`config.mk`:
```
export PLATFORM = sky130hd
export DESIGN_NAME = i2c_addr_recog
export DESIGN_NICKNAME = d
export VERILOG_FILES = /design/src/rtl/i2c_ar_pkg.sv /design/src/rtl/i2c_ar_sync.sv /design/src/rtl/i2c_ar_shift.sv /design/src/rtl/i2c_ar_decode.sv /design/src/rtl/i2c_addr_recog.sv
export SDC_FILE = /design/constraint.sdc
export NUM_CORES = 1
export LEC_CHECK = 0
export CORE_MARGIN = 4
export CORE_UTILIZATION = 57
export DETAILED_ROUTE_END_ITERATION = 8
export MAX_ROUTING_LAYER = met4
export PLACE_DENSITY = 0.85
export SLEW_MARGIN = 5
export SYNTH_ARGS = -nofsm -noshare
export SYNTH_HDL_FRONTEND = slang
export SYNTH_SLANG_ARGS = --single-unit
```
`constraint.sdc`:
```
create_clock -name clk -period 4.26 [get_ports clk]
set_clock_uncertainty 0.05 [all_clocks]
set_input_delay 0.639 -clock clk [delete_from_list [all_inputs] [get_ports clk]]
set_output_delay 0.639 -clock clk [all_outputs]
set_load 0.01 [all_outputs]
```
`src/rtl/i2c_ar_pkg.sv`:
```
package i2c_ar_pkg;

    localparam int OWN_W  = 10;
    localparam int BYTE_W = 8;
    localparam logic [4:0] TEN_BIT_PREFIX = 5'b11110;

    typedef enum logic [2:0] {
        ST_IDLE,
        ST_ADDR1,
        ST_ADDR2,
        ST_DATA,
        ST_SKIP
    } xfer_st_e;

    typedef enum logic [2:0] {
        PH_BITS,
        PH_PRE,
        PH_HOLD,
        PH_ACK,
        PH_ACK_HI
    } phase_e;

    typedef enum logic [2:0] {
        CL_NONE,
        CL_OWN7,
        CL_HI10,
        CL_GCALL,
        CL_SBYTE
    } addr_cls_e;

    typedef struct packed {
        logic     drive_ack;
        logic     hold;
        xfer_st_e next_st;
    } ack_plan_t;

    typedef struct packed {
        logic sam;
        logic gca;
        logic rw;
        logic rdf;
    } flags_t;

    function automatic logic is_zero_addr(input logic [BYTE_W-1:0] b);
        return b[BYTE_W-1:1] == '0;
    endfunction

endpackage

```
`src/rtl/i2c_ar_sync.sv`:
```
module i2c_ar_sync #(
    parameter int STAGES = 2
) (
    input  logic clk,
    input  logic rst,
    input  logic scl_i,
    input  logic sda_i,
    output logic sda_s,
    output logic scl_rise,
    output logic scl_fall,
    output logic start_ev,
    output logic stop_ev
);
    logic [STAGES-1:0] scl_pipe;
    logic [STAGES-1:0] sda_pipe;
    logic scl_d, sda_d, scl_s;

    always_ff @(posedge clk) begin
        if (rst) begin
            scl_pipe <= '1;
            sda_pipe <= '1;
            scl_d    <= 1'b1;
            sda_d    <= 1'b1;
        end else begin
            scl_pipe <= {scl_pipe[STAGES-2:0], scl_i};
            sda_pipe <= {sda_pipe[STAGES-2:0], sda_i};
            scl_d    <= scl_pipe[STAGES-1];
            sda_d    <= sda_pipe[STAGES-1];
        end
    end

    assign scl_s    = scl_pipe[STAGES-1];
    assign sda_s    = sda_pipe[STAGES-1];
    assign scl_rise = scl_s & ~scl_d;
    assign scl_fall = ~scl_s & scl_d;
    assign start_ev = scl_s & scl_d & sda_d & ~sda_s;
    assign stop_ev  = scl_s & scl_d & ~sda_d & sda_s;

endmodule

```
`src/rtl/i2c_ar_shift.sv`:
```
module i2c_ar_shift #(
    parameter int BITS = 8
) (
    input  logic            clk,
    input  logic            rst,
    input  logic            clr,
    input  logic            shift_en,
    input  logic            din,
    output logic [BITS-1:0] byte_o,
    output logic            last_o
);
    localparam int CW = $clog2(BITS + 1);

    logic [BITS-1:0] sh;
    logic [CW-1:0]   cnt;

    assign byte_o = {sh[BITS-2:0], din};
    assign last_o = (cnt == CW'(BITS - 1));

    always_ff @(posedge clk) begin
        if (rst || clr) begin
            sh  <= '0;
            cnt <= '0;
        end else if (shift_en) begin
            sh  <= byte_o;
            cnt <= last_o ? '0 : cnt + CW'(1);
        end
    end

endmodule

```
`src/rtl/i2c_ar_decode.sv`:
```
module i2c_ar_decode
    import i2c_ar_pkg::*;
(
    input  logic [BYTE_W-1:0] byte_i,
    input  logic [OWN_W-1:0]  own_i,
    input  logic              ten_i,
    input  logic              gc_en_i,
    output addr_cls_e         cls_o,
    output logic              lo_match_o
);
    always_comb begin
        cls_o = CL_NONE;
        if (gc_en_i && is_zero_addr(byte_i)) begin
            cls_o = byte_i[0] ? CL_SBYTE : CL_GCALL;
        end else if (!ten_i && byte_i[7:1] == own_i[6:0]) begin
            cls_o = CL_OWN7;
        end else if (ten_i && byte_i[7:3] == TEN_BIT_PREFIX && byte_i[2:1] == own_i[9:8]) begin
            cls_o = CL_HI10;
        end
    end

    assign lo_match_o = (byte_i == own_i[7:0]);

endmodule

```
`src/rtl/i2c_addr_recog.sv`:
```
module i2c_addr_recog
    import i2c_ar_pkg::*;
#(
    parameter int SYNC_STAGES = 2
) (
    input  logic        clk,
    input  logic        rst,
    input  logic        scl_i,
    input  logic        sda_i,
    output logic        scl_oe_o,
    output logic        sda_oe_o,
    input  logic [9:0]  own_addr_i,
    input  logic        ten_bit_i,
    input  logic        gc_en_i,
    input  logic        sw_ack_i,
    input  logic        nak_i,
    input  logic        ctl_wr_i,
    input  logic        stat_rd_i,
    output logic [7:0]  rx_data_o,
    output logic        sam_o,
    output logic        gca_o,
    output logic        rw_o,
    output logic        rdf_o,
    output logic        irq_o
);
    logic sda_s, scl_rise, scl_fall, start_ev, stop_ev;
    logic [BYTE_W-1:0] cur_byte;
    logic last_bit, shift_en, byte_done;
    addr_cls_e cls;
    logic lo_match;

    xfer_st_e  st;
    phase_e    ph;
    ack_plan_t plan, plan_q;
    flags_t    flg;
    logic      ack_drv;
    logic      set_sam, set_gca, set_rw, set_rdf;

    i2c_ar_sync #(.STAGES(SYNC_STAGES)) sync_i (
        .clk(clk), .rst(rst), .scl_i(scl_i), .sda_i(sda_i),
        .sda_s(sda_s), .scl_rise(scl_rise), .scl_fall(scl_fall),
        .start_ev(start_ev), .stop_ev(stop_ev)
    );

    assign shift_en  = scl_rise && (ph == PH_BITS) &&
                       (st == ST_ADDR1 || st == ST_ADDR2 || st == ST_DATA);
    assign byte_done = shift_en && last_bit;

    i2c_ar_shift #(.BITS(BYTE_W)) shift_i (
        .clk(clk), .rst(rst), .clr(start_ev | stop_ev), .shift_en(shift_en),
        .din(sda_s), .byte_o(cur_byte), .last_o(last_bit)
    );

    i2c_ar_decode dec_i (
        .byte_i(cur_byte), .own_i(own_addr_i), .ten_i(ten_bit_i),
        .gc_en_i(gc_en_i), .cls_o(cls), .lo_match_o(lo_match)
    );

    // Decide the answer for the byte that is completing.
    always_comb begin
        plan    = '{drive_ack: 1'b0, hold: 1'b0, next_st: ST_SKIP};
        set_sam = 1'b0;
        set_gca = 1'b0;
        set_rw  = 1'b0;
        set_rdf = 1'b0;
        unique case (st)
            ST_ADDR1: begin
                set_rw = 1'b1;
                if (sw_ack_i) begin
                    set_rdf   = 1'b1;
                    plan.hold = 1'b1;
                end else begin
                    unique case (cls)
                        CL_GCALL: begin
                            set_sam        = 1'b1;
                            set_gca        = 1'b1;
                            plan.drive_ack = ~nak_i;
                            plan.next_st   = nak_i ? ST_SKIP : ST_DATA;
                        end
                        CL_SBYTE: begin
                            set_sam = 1'b1;
                            set_gca = 1'b1;
                        end
                        CL_OWN7: begin
                            set_sam        = 1'b1;
                            plan.drive_ack = 1'b1;
                            plan.next_st   = cur_byte[0] ? ST_SKIP : ST_DATA;
                        end
                        CL_HI10: begin
                            plan.drive_ack = 1'b1;
                            plan.next_st   = cur_byte[0] ? ST_SKIP : ST_ADDR2;
                        end
                        default: ;
                    endcase
                end
            end
            ST_ADDR2: begin
                if (lo_match) begin
                    set_sam        = 1'b1;
                    plan.drive_ack = 1'b1;
                    plan.next_st   = ST_DATA;
                end
            end
            ST_DATA: begin
                set_rdf = 1'b1;
                if (sw_ack_i) begin
                    plan.hold = 1'b1;
                end else begin
                    plan.drive_ack = ~nak_i;
                    plan.next_st   = nak_i ? ST_SKIP : ST_DATA;
                end
            end
            default: ;
        endcase
    end

    always_ff @(posedge clk) begin
        if (rst) begin
            st        <= ST_IDLE;
            ph        <= PH_BITS;
            plan_q    <= '{drive_ack: 1'b0, hold: 1'b0, next_st: ST_IDLE};
            flg       <= '0;
            ack_drv   <= 1'b0;
            rx_data_o <= '0;
        end else begin
            if (stat_rd_i) begin
                flg.sam <= 1'b0;
                flg.gca <= 1'b0;
                flg.rdf <= 1'b0;
            end
            if (start_ev) begin
                st      <= ST_ADDR1;
                ph      <= PH_BITS;
                ack_drv <= 1'b0;
                flg.sam <= 1'b0;
                flg.gca <= 1'b0;
            end else if (stop_ev) begin
                st      <= ST_IDLE;
                ph      <= PH_BITS;
                ack_drv <= 1'b0;
            end else begin
                unique case (ph)
                    PH_BITS: begin
                        if (byte_done) begin
                            plan_q <= plan;
                            ph     <= PH_PRE;
                            if (set_sam) flg.sam <= 1'b1;
                            if (set_gca) flg.gca <= 1'b1;
                            if (set_rw)  flg.rw  <= cur_byte[0];
                            if (set_rdf) begin
                                flg.rdf   <= 1'b1;
                                rx_data_o <= cur_byte;
                            end
                        end
                    end
                    PH_PRE: begin
                        if (scl_fall) begin
                            ph      <= plan_q.hold ? PH_HOLD : PH_ACK;
                            ack_drv <= plan_q.hold ? 1'b0 : plan_q.drive_ack;
                        end
                    end
                    PH_HOLD: begin
                        if (ctl_wr_i) begin
                            ack_drv        <= ~nak_i;
                            plan_q.next_st <= nak_i ? ST_SKIP : ST_DATA;
                            ph             <= PH_ACK;
                        end
                    end
                    PH_ACK: begin
                        if (scl_rise) ph <= PH_ACK_HI;
                    end
                    PH_ACK_HI: begin
                        if (scl_fall) begin
                            ack_drv <= 1'b0;
                            st      <= plan_q.next_st;
                            ph      <= PH_BITS;
                        end
                    end
                    default: ph <= PH_BITS;
                endcase
            end
        end
    end

    assign scl_oe_o = (ph == PH_HOLD);
    assign sda_oe_o = ack_drv;
    assign sam_o    = flg.sam;
    assign gca_o    = flg.gca;
    assign rw_o     = flg.rw;
    assign rdf_o    = flg.rdf;
    assign irq_o    = flg.sam | flg.rdf;

    // a STOP leaves both bus lines released
    a_r1_stop_release: assert property (@(posedge clk) disable iff (rst)
        stop_ev |=> (!scl_oe_o && !sda_oe_o));

    // a START clears the per-transfer match flags
    a_r1_start_clears: assert property (@(posedge clk) disable iff (rst)
        start_ev |=> (!sam_o && !gca_o));

    // general call flag never stands alone
    a_r4_gca_implies_sam: assert property (@(posedge clk) disable iff (rst)
        gca_o |-> sam_o);

    // a stretch ends only on a host write or a bus condition
    a_r10_hold_release: assert property (@(posedge clk) disable iff (rst)
        $fell(scl_oe_o) |-> ($past(ctl_wr_i) || $past(start_ev) || $past(stop_ev)));

    // SDA stays released while SCL is held
    a_r10_sda_free_in_hold: assert property (@(posedge clk) disable iff (rst)
        scl_oe_o |-> !sda_oe_o);

endmodule

```
* After elaboration in Yosys (flattened, before gate mapping)
Index checks and enable logic that the tools add are counted.
** Operators by class
- Multiplexer cells :: 56
- Bitwise logic cells :: 16
- $add $sub $neg :: 1
- Equality and inequality tests :: 21
- Reductions and logical operators :: 31
** Operators by type and width (count)
- $mux 3 :: 15
- $mux 1 :: 26
- $reduce_and 5->1 :: 4
- $eq 3x2->1 const B :: 6
- $pmux 3 s3 :: 2
- $mux 4 :: 4
- $pmux 3 s5 :: 1
- $eq 3x1->1 const B :: 3
- $reduce_bool 3->1 :: 3
- $eq 8x8->1 :: 1
- $ne 2x2->1 const B :: 4
- $reduce_and 4->1 :: 2
- $reduce_or 2->1 :: 4
- $and 1x1->1 :: 7
- $eq 7x7->1 :: 1
- $logic_and 1x1->1 :: 7
- $logic_not 7->1 :: 1
- $not 1->1 :: 7
- $eq 3x3->1 const B :: 2
- $pmux 1 s2 :: 3
- $pmux 1 s3 :: 2
- $pmux 3 s2 :: 1
- $reduce_or 3->1 :: 2
- $eq 5x5->1 const B :: 1
- 11 further kinds :: 16
** Word-level totals
- Input port bits :: 20
- Output and inout port bits :: 15
- Register bits :: 41

* Logic depth before layout (Yosys ltp)
Gate-level depths: netlist (run 1).
- Depth in word-level cells :: 16
- Depth in mapped cells :: 7
- Mapped depth without buffers :: 7

* Modules after synthesis
From an unflattened synthesis (run 1), not the netlist that was laid out.
** Unflattened totals
- Cell total of the unflattened synthesis :: 264
- Area total of the unflattened synthesis :: 2297.2 um^2
** Modules (own cells, without submodules)
- i2c_addr_recog :: cells each 174, instances 1, sequential area each 480.5 um^2, area an instance 1400.1 um^2
- i2c_ar_shift :: cells each 43, instances 1, sequential area each 220.2 um^2, area an instance 459.2 um^2
- i2c_ar_decode :: cells each 31, instances 1, sequential area each 0.0 um^2, area an instance 247.7 um^2
- i2c_ar_sync :: cells each 16, instances 1, sequential area each 120.1 um^2, area an instance 190.2 um^2

* Least setup slack after synthesis (run 1)
OpenSTA, ideal clock, no wires.
- Path kind :: reg-to-reg
- From :: register shift_i.cnt[0]
- To :: register plan_q[0] (netlist bit)
- Library setup time :: 0.117 ns
- Stages on the path, launching flop included :: 8
- Arrival :: 1.729 ns
- Clock period less this slack :: 1.896 ns
- Path slack :: 2.364 ns
- Cell sequence :: dfxtp_1 -> ha_1 -> nand3b_1 -> o41a_1 -> nor3_1 -> nor3b_1 -> o21ai_0 -> and4b_1
** Between the ends
- Longest elaborated chain between the ends :: 4
** Ends and longest elaborated chain
- start: declaration :: line i2c_ar_shift.sv:15 : logic [CW-1:0] cnt;
- start signal: assignment :: line i2c_ar_shift.sv:26 : cnt <= last_o ? '0 : cnt + CW'(1);
- $eq 4x3->1 :: line i2c_ar_shift.sv:18 : assign last_o = (cnt == CW'(BITS - 1));
- $logic_and 1x1->1 :: line i2c_addr_recog.sv:47 : assign byte_done = shift_en && last_bit;
- $ne 2x2->1 (no line)
- $reduce_and 5->1 (no line)
- end signal: assignment :: line i2c_addr_recog.sv:121 : plan_q <= '{drive_ack: 1'b0, hold: 1'b0, next_st: ST_IDLE};
- end signal: assignment :: line i2c_addr_recog.sv:145 : plan_q <= plan;
- end: declaration :: line i2c_addr_recog.sv:34 : ack_plan_t plan, plan_q;
Every way passes these cells.
A chain may end at the register's enable or synchronous reset.

* Final worst setup path (run 1)
- From :: register ph[1]
- To :: output port scl_oe_o
** Between the ends
- Longest elaborated chain between the ends :: 1
** Ends and longest elaborated chain
- start: declaration :: line i2c_addr_recog.sv:33 : phase_e ph;
- start signal: assignment :: line i2c_addr_recog.sv:158 : ph <= plan_q.hold ? PH_HOLD : PH_ACK;
- $eq 3x2->1 :: line i2c_addr_recog.sv:185 : assign scl_oe_o = (ph == PH_HOLD);
- end: declaration :: line i2c_addr_recog.sv:10 : output logic scl_oe_o,
Every way passes these cells.

==> results of run 1 <==
[placed cells by master, fill, tap and decap left out, drive strengths merged, types with 3 or more instances in the layout]
master	n
clkbuf	7
clkdlybuf4s50	34
inv	3
nand3	7
nor2	41
xnor2	10
or2	8
nor4	4
o21ai	10
nor3	9
nand2b	8
nor2b	3
mux2i	18
or3	3
xor2	11
a21oi	11
nand2	17
dfxtp	41
[worst max path at each step]
stage	endpoint	cells after the start	slack [ps]
after global routing	plan_q[4]$_SDFFE_PP0P_	6	1460
after floorplan	plan_q[0]$_SDFFE_PP0P_	7	2360
after detailed placement	plan_q[4]$_SDFFE_PP0P_	6	1670
after global placement	plan_q[4]$_SDFFE_PP0P_	6	1790
final	scl_oe_o	3	1610
after CTS	scl_oe_o	3	1630
[registers in the layout, indices dropped and copies added, names as in the netlist]
register and cells:
rdf_o 1, sync_i.sda_d 1, rx_data_o 8, rw_o 1
sda_oe_o 1, plan_q 5, st 3, sync_i.scl_pipe 2
sync_i.scl_d 1, shift_i.sh 7, ph 3, shift_i.cnt 4
sync_i.sda_pipe 2, sam_o 1, gca_o 1
[metal layers]
layer	vias to the layer above	GRT usage	part of all wire
met3	5	0.0502	0.042
met5	-	-	0
met4	0	0.0706	0.010
met2	41	0.351	0.47
met1	858	0.283	0.47
li1	892	-	-
[cell type report]
type | instances | share of cell area
clock inverter | 1 | 0.0118
sequential | 41 | 0.322
inverter | 3 | 0.00442
tap | 46 | 0.0226
timing repair buffer | 34 | 0.134
multi-input combinational | 187 | 0.472
clock buffer | 7 | 0.0339
[power groups by stage]
stage                     logic, mW  registers [mW]  clock network, mW
after floorplan              0.0293           0.396                  0
after global placement       0.0531           0.398                  0
after detailed placement     0.0537           0.398                  0
after CTS                    0.0540           0.389              0.324
after global routing         0.0589           0.390              0.343
final                        0.0542           0.389              0.322
[logic make-up after synthesis]
kind of cell               count (synthesis)  share of synthesized area
xor gates and xnor gates                  21                     0.0871
buffers and inverters                     19                     0.0427
muxes                                     19                     0.0906
adders and majority gates                  1                    0.00592
and+or+nand+nor                          113                      0.287
DFF                                       41                      0.389
AOI/OAI and AO/OA                         33                     0.0983
[worst max-delay path: stages (launching register included)]
cell	delay (ps)
dfxtp_1	610
inv_1	160
nor3_1	290
clkdlybuf4s50_1	600
==> results.md, run 1 <==
- Status: complete, no violations
- Register area: 821 sq um
- Clock Latency Late Sink: 290 ps
- Synth top cells by count: 41 x dfxtp_1, 40 x nor2_1, 18 x mux2i_1
- Peak supply drop: 237 uV
- Slew Limit Headroom: 0.330
- Reg power frac: 0.509
- Initial antenna violation count: 0
- Synth Flop Type: dfxtp_1
- Starting Density: 0.609
- Die height: 68.9 um
- Worst Hold Class: register to register
- Hold Path End: sync_i.sda_pipe[1]$_SDFF_PP1_
- Die width: 68.9 um
- Placed inst area: 2430 sq um
- Largest net degree at the start of global routing: 27
- Top area cells in the synthesized netlist: dfxtp_1 39%, mux2i_1 8.5%, nor2_1 7.1%, xor2_1 4.6%, xnor2_1 4.1%
- Design Power: 0.765 mW
- Area of the multi-input gates: 1200 sq um
- Final WL: 4580 um
- Vias/cell: 5.63
- Min-delay src: sync_i.sda_pipe[0]$_SDFF_PP1_
- Gate Count Post-Synth: 247
- MaxCap Viol Count: 0
- Reg-to-reg startpoint: ph[0]$_SDFFE_PP0P_
- N_diodes: 0
- Max FO, Critical Path: 15
- Drt wl/cell: 14.3 um
- Worst hold slack: 359 ps
- P&R area growth vs syn: 20.6%
- Final Core Density: 0.734
- Clock tree from TritonCTS: done
- Async SR Flop Fraction: 0
- PD cells: 300 nW/um^2
- Sw power: 0.160 mW
- Synth area leader: dfxtp_1
- Hold-fix buffers, CTS: 0
- Switching Fraction: 0.209
- DP Wirelength: 3420 um
- Final net count: 293
- Antenna-violating nets left: 0
- Setup TNS: 0 ps
- Clk sinks: 41
- Fin crit share: 0.621
- Flops & latches, synth: 41
- RSZ-0062 raised after global routing: no
- Vias in the first global route: 1,692
- CP endpoint kind: primary output
- Post CTS Setup Buffer Count: 0
- Worst hold path depth: 1
- Worst Tran Pin Value: 999 ps
- I/O Pins: 35
- Post-synthesis instance area: 2110 sq um
- Crit path from: ph[1]$_SDFFE_PP0P_
- FP Rows: 21
- Clock power frac: 0.421
- Reg-to-reg endpoint: plan_q[4]$_SDFFE_PP0P_
- # fillers: 273
- Netlist cell types: 48
- Post-Layout Cell Count: 319
- Final WS setup: 1610 ps
- Crit path DAT: 1960 ps
- Inst Count DP: 311
- Share of cells above drive strength 1: 0.0806
- Count leader, synth: dfxtp_1
- Seq/Total Area, Yosys: 0.389
- GPL Wtd Cong: 0.866
- GRT overflow: 0
- First-pass GRT wire length: 7680 um
- Core area: 3470 sq um
- Worst path required time: 3570 ps
- Root Driver: clkbuf_8
- Syn avg cell area: 8.55 sq um
- Initial drt markers: 128
- Lkg Pwr: 0.915 nW
- P_int: 0.605 mW
- Die area: 4740 sq um
- Max Freq: 0.378 GHz
- Post-Syn Nets: 268
- Num CTS Buffers: 5
- EDFF count, synth: 0
- Reg clk slew, reported paths: 80 ps
- Fin. max-slew vios: 0
- Clock Path Buffers: 2
- All-Layer GR Usage: 0.223
- Count of final setup violators: 0
- YS warnings: 0
- Share of the synthesized area in the top cell type: 0.389
- TritonRoute pass-1 iters: 4
- Final-report hold violation count: 0
- H-tree depth: 2
- Crit Path Category: register to primary output
- Setup slack, reg-to-reg: 1630 ps
- CP startpoint kind: register
- Pre-CTS WS: 1670 ps
- Reg2Reg Depth: 6
- Gate power share: 0.071
- Fin area: 2550 sq um
- Minimum clock period: 2650 ps
- PortBufs: 34
- DRC: 0
- CTS resizes: 0
- DR vias: 1,796
(Power assumes the default switching activity.)
==> inputs of run 2 (changes only) <==
--- a/config.mk
+++ b/config.mk
@@ -6,10 +6,10 @@
 export NUM_CORES = 1
 export LEC_CHECK = 0
 export CORE_MARGIN = 4
-export CORE_UTILIZATION = 57
+export CORE_UTILIZATION = 48
 export DETAILED_ROUTE_END_ITERATION = 8
 export MAX_ROUTING_LAYER = met4
-export PLACE_DENSITY = 0.85
+export PLACE_DENSITY = 0.76
 export SLEW_MARGIN = 5
 export SYNTH_ARGS = -nofsm -noshare
 export SYNTH_HDL_FRONTEND = slang
==> constraint.sdc (replaced) <==
create_clock -name clk -period 2.3 [get_ports clk]
set_clock_uncertainty 0.05 [all_clocks]
set_input_delay 0.345 -clock clk [delete_from_list [all_inputs] [get_ports clk]]
set_output_delay 0.345 -clock clk [all_outputs]
set_load 0.01 [all_outputs]
==> run 2 against run 1 <==
Non-clock buffer count up 11; critical path depth stayed put; routed wire length up 1.0%; clock-buffer cell count unchanged; register-to-register slack worse by 1400 ps; clock power increased by 83%; power up 85%; first-iteration DRC count shrank 3.1%.
==> results.md, run 2 (synthesis results as in run 1) <==
- CTS resizes: 0 (unchanged)
- Final WS setup: 148 ps (-1470 ps)
- Reg clk slew, reported paths: 70 ps (about the same)
- Clock tree from TritonCTS: done
- PD cells: 538 nW/um^2 (+79%)
- GPL Wtd Cong: 0.815 (-5.9%)
- MaxCap Viol Count: 0 (unchanged)
- Max FFs per register: 8 (unchanged)
- Crit path DAT: 1760 ps (-200 ps)
- Max Freq: 0.465 GHz
- Clock Path Buffers: 2 (unchanged)
- Switching Fraction: 0.205 (-0.00373)
- Die height: 74.3 um (+7.9%)
- Setup slack, reg-to-reg: 250 ps (-1380 ps)
- Biggest regs: rx_data_o x8, shift_i.sh x7, plan_q x5
- Clock power frac: 0.415 (-0.006)
- Setup TNS: 0 ps (unchanged)
- Worst path required time: 1900 ps (-1670 ps)
- Top Metal Used: met4
- I/O Pins: 35 (unchanged)
- CP startpoint kind: register
- Hold-fix buffers, CTS: 0 (unchanged)
- Leading cell type in the layout, fill and taps excluded: dfxtp_1
- H-tree depth: 2 (unchanged)
- Reg2Reg Depth: 7 (+1)
- Count of final setup violators: 0 (unchanged)
- DP Wirelength: 3550 um (+3.8%)
- Met3 WL: 216 um (+12%)
- Vias in the first global route: 1,807 (+6.8%)
- Gate power share: 0.077 (+0.006)
- P&R area growth vs syn: 24.8%
- Crit Path Category: register to primary output
- PortBufs: 34 (unchanged)
- RSZ-0062 raised after global routing: no
- Design Power: 1.42 mW (+85%)
- M1 wire length: 2250 um (+4.0%)
- Final net count: 304 (+3.8%)
- Vias/cell: 5.41 (-4.0%)
- Final-report hold violation count: 0 (unchanged)
- Minimum clock period: 2150 ps
- Fin crit share: 0.936
- Status: complete, no violations
- Sw power: 0.290 mW (+82%)
- Lkg Pwr: 0.969 nW (+5.9%)
- Antenna-violating nets left: 0 (unchanged)
- Reg power frac: 0.507 (-0.002)
- P_int: 1.13 mW (+86%)
- Peak supply drop: 396 uV (+67%)
- Biggest register: rx_data_o
- Worst Hold Class: register to register
- Final WL: 4620 um (+1.0%)
- Drt wl/cell: 13.8 um (-3.5%)
- TritonRoute pass-1 iters: 4 (unchanged)
- N_diodes: 0 (unchanged)
- First-pass GRT wire length: 8080 um (+5.2%)
- Num CTS Buffers: 5 (unchanged)
- Worst Tran Pin Value: 531 ps (-468 ps)
- Placed inst area: 2520 sq um (+3.6%)
- Starting Density: 0.513 (-0.0957)
- Die width: 74.3 um (+7.9%)
- CP max stage cell: clkdlybuf4s50_1
- Final Core Density: 0.640 (-0.0942)
- Clock Latency Late Sink: 290 ps (about the same)
- Inst Count DP: 326 (+4.8%)
- Die area: 5520 sq um (+16%)
- FP Rows: 23 (+9.5%)
- Cell chain of the critical path: inv_1, nor3_1, clkdlybuf4s50_1
- DRC: 0 (unchanged)
- Slew Limit Headroom: 0.645 (+0.315)
- DR vias: 1,806 (+0.56%)
- Reg-to-reg endpoint: plan_q[0]$_SDFFE_PP0P_
- Share of cells above drive strength 1: 0.116 (+0.0356)
- Met2 WL: 2110 um (-2.8%)
- Pre-CTS WS: 159 ps (-1510 ps)
- Reg-to-reg startpoint: shift_i.cnt[0]$_SDFFE_PP0P_
- GRT overflow: 0 (unchanged)
- Most frequent cells in the layout: 41 x dfxtp_1, 40 x nor2_1, 34 x clkdlybuf4s50_1
- Worst hold path depth: 1 (unchanged)
- Post-Layout Cell Count: 334 (+4.7%)
- Clk sinks: 41 (unchanged)
- All-Layer GR Usage: 0.192 (-0.0304)
- Post CTS Setup Buffer Count: 0 (unchanged)
- Max FO, Critical Path: 9 (-6)
- CP endpoint kind: primary output
- Min-delay src: sync_i.scl_pipe[0]$_SDFF_PP1_
- Root Driver: clkbuf_8
- Crit path largest cell delay: 600 ps (about the same)
- Largest net degree at the start of global routing: 16 (-41%)
- Fin. max-slew vios: 0 (unchanged)
- Worst hold slack: 360 ps (+0.484 ps)
- Initial drt markers: 124 (-3.1%)
- Initial antenna violation count: 0 (unchanged)
- Fin area: 2640 sq um (+3.4%)
- Core area: 4120 sq um (+19%)
- Hold Path End: sync_i.scl_pipe[1]$_SDFF_PP1_
==> run 2: cell types whose count changed in the layout (fill, tap and decap cells not counted), sizes merged <==
cell,previous run,this run
buf,0,11
==> run 2: how the worst max path moves through the flow <==
| stage | start | to | slack, ps | cells past startpoint |
|---|---|---|---|---|
| 2_1_floorplan | shift_i.cnt[0]$_SDFFE_PP0P_ | plan_q[0]$_SDFFE_PP0P_ | 400 | 7 |
| 3_3_place_gp | own_addr_i[6] | plan_q[1]$_SDFFE_PP0P_ | 220 | 7 |
| 3_5_place_dp | own_addr_i[6] | plan_q[1]$_SDFFE_PP0P_ | 160 | 7 |
| 4_1_cts | ph[1]$_SDFFE_PP0P_ | scl_oe_o | 150 | 3 |
| 5_1_grt | ph[1]$_SDFFE_PP0P_ | scl_oe_o | 10 | 3 |
| 6_report | ph[1]$_SDFFE_PP0P_ | scl_oe_o | 150 | 3 |
==> run 2: per-layer routing <==
layer,global-route usage,vias to the layer above
met4,0.0494,0
met1,0.260,834
met5,-,-
met3,0.0378,7
met2,0.295,50
li1,-,915
==> run 2: power by group through the flow <==
stage | Combinational (mW) | Sequential, mW | Clock (mW)
after CTS | 0.109 | 0.719 | 0.594
after floorplan | 0.0542 | 0.734 | 0
after detailed placement | 0.109 | 0.735 | 0
after global routing | 0.120 | 0.719 | 0.624
final | 0.109 | 0.719 | 0.589
after global placement | 0.108 | 0.735 | 0
==> run 2: final cells by class <==
cell class / instances / area, sq um
Tap cell: 50 / 62.6
Fill cell: 352 / 1480
Inverter: 3 / 11.3
Timing Repair Buffer: 45 / 423
Clock buffer: 7 / 86.3
Sequential cell: 41 / 821
Clock inverter: 1 / 30.0
Multi-Input combinational cell: 187 / 1200
==> run 2: worst max-delay path: cells and delay by family (launching register included) <==
family | cells | cell delay [ps]
simple gates | 1 | 260
buf+inv | 2 | 730
flops | 1 | 480
==> inputs of run 3 (changes only) <==
--- a/config.mk
+++ b/config.mk
@@ -8,6 +8,7 @@
 export CORE_MARGIN = 4
 export CORE_UTILIZATION = 48
 export DETAILED_ROUTE_END_ITERATION = 8
+export GPL_ROUTABILITY_DRIVEN = 0
 export MAX_ROUTING_LAYER = met4
 export PLACE_DENSITY = 0.76
 export SLEW_MARGIN = 5
==> results of run 3 <==
Same layout as run 2: the final DEF is identical, and so are final timing and power.
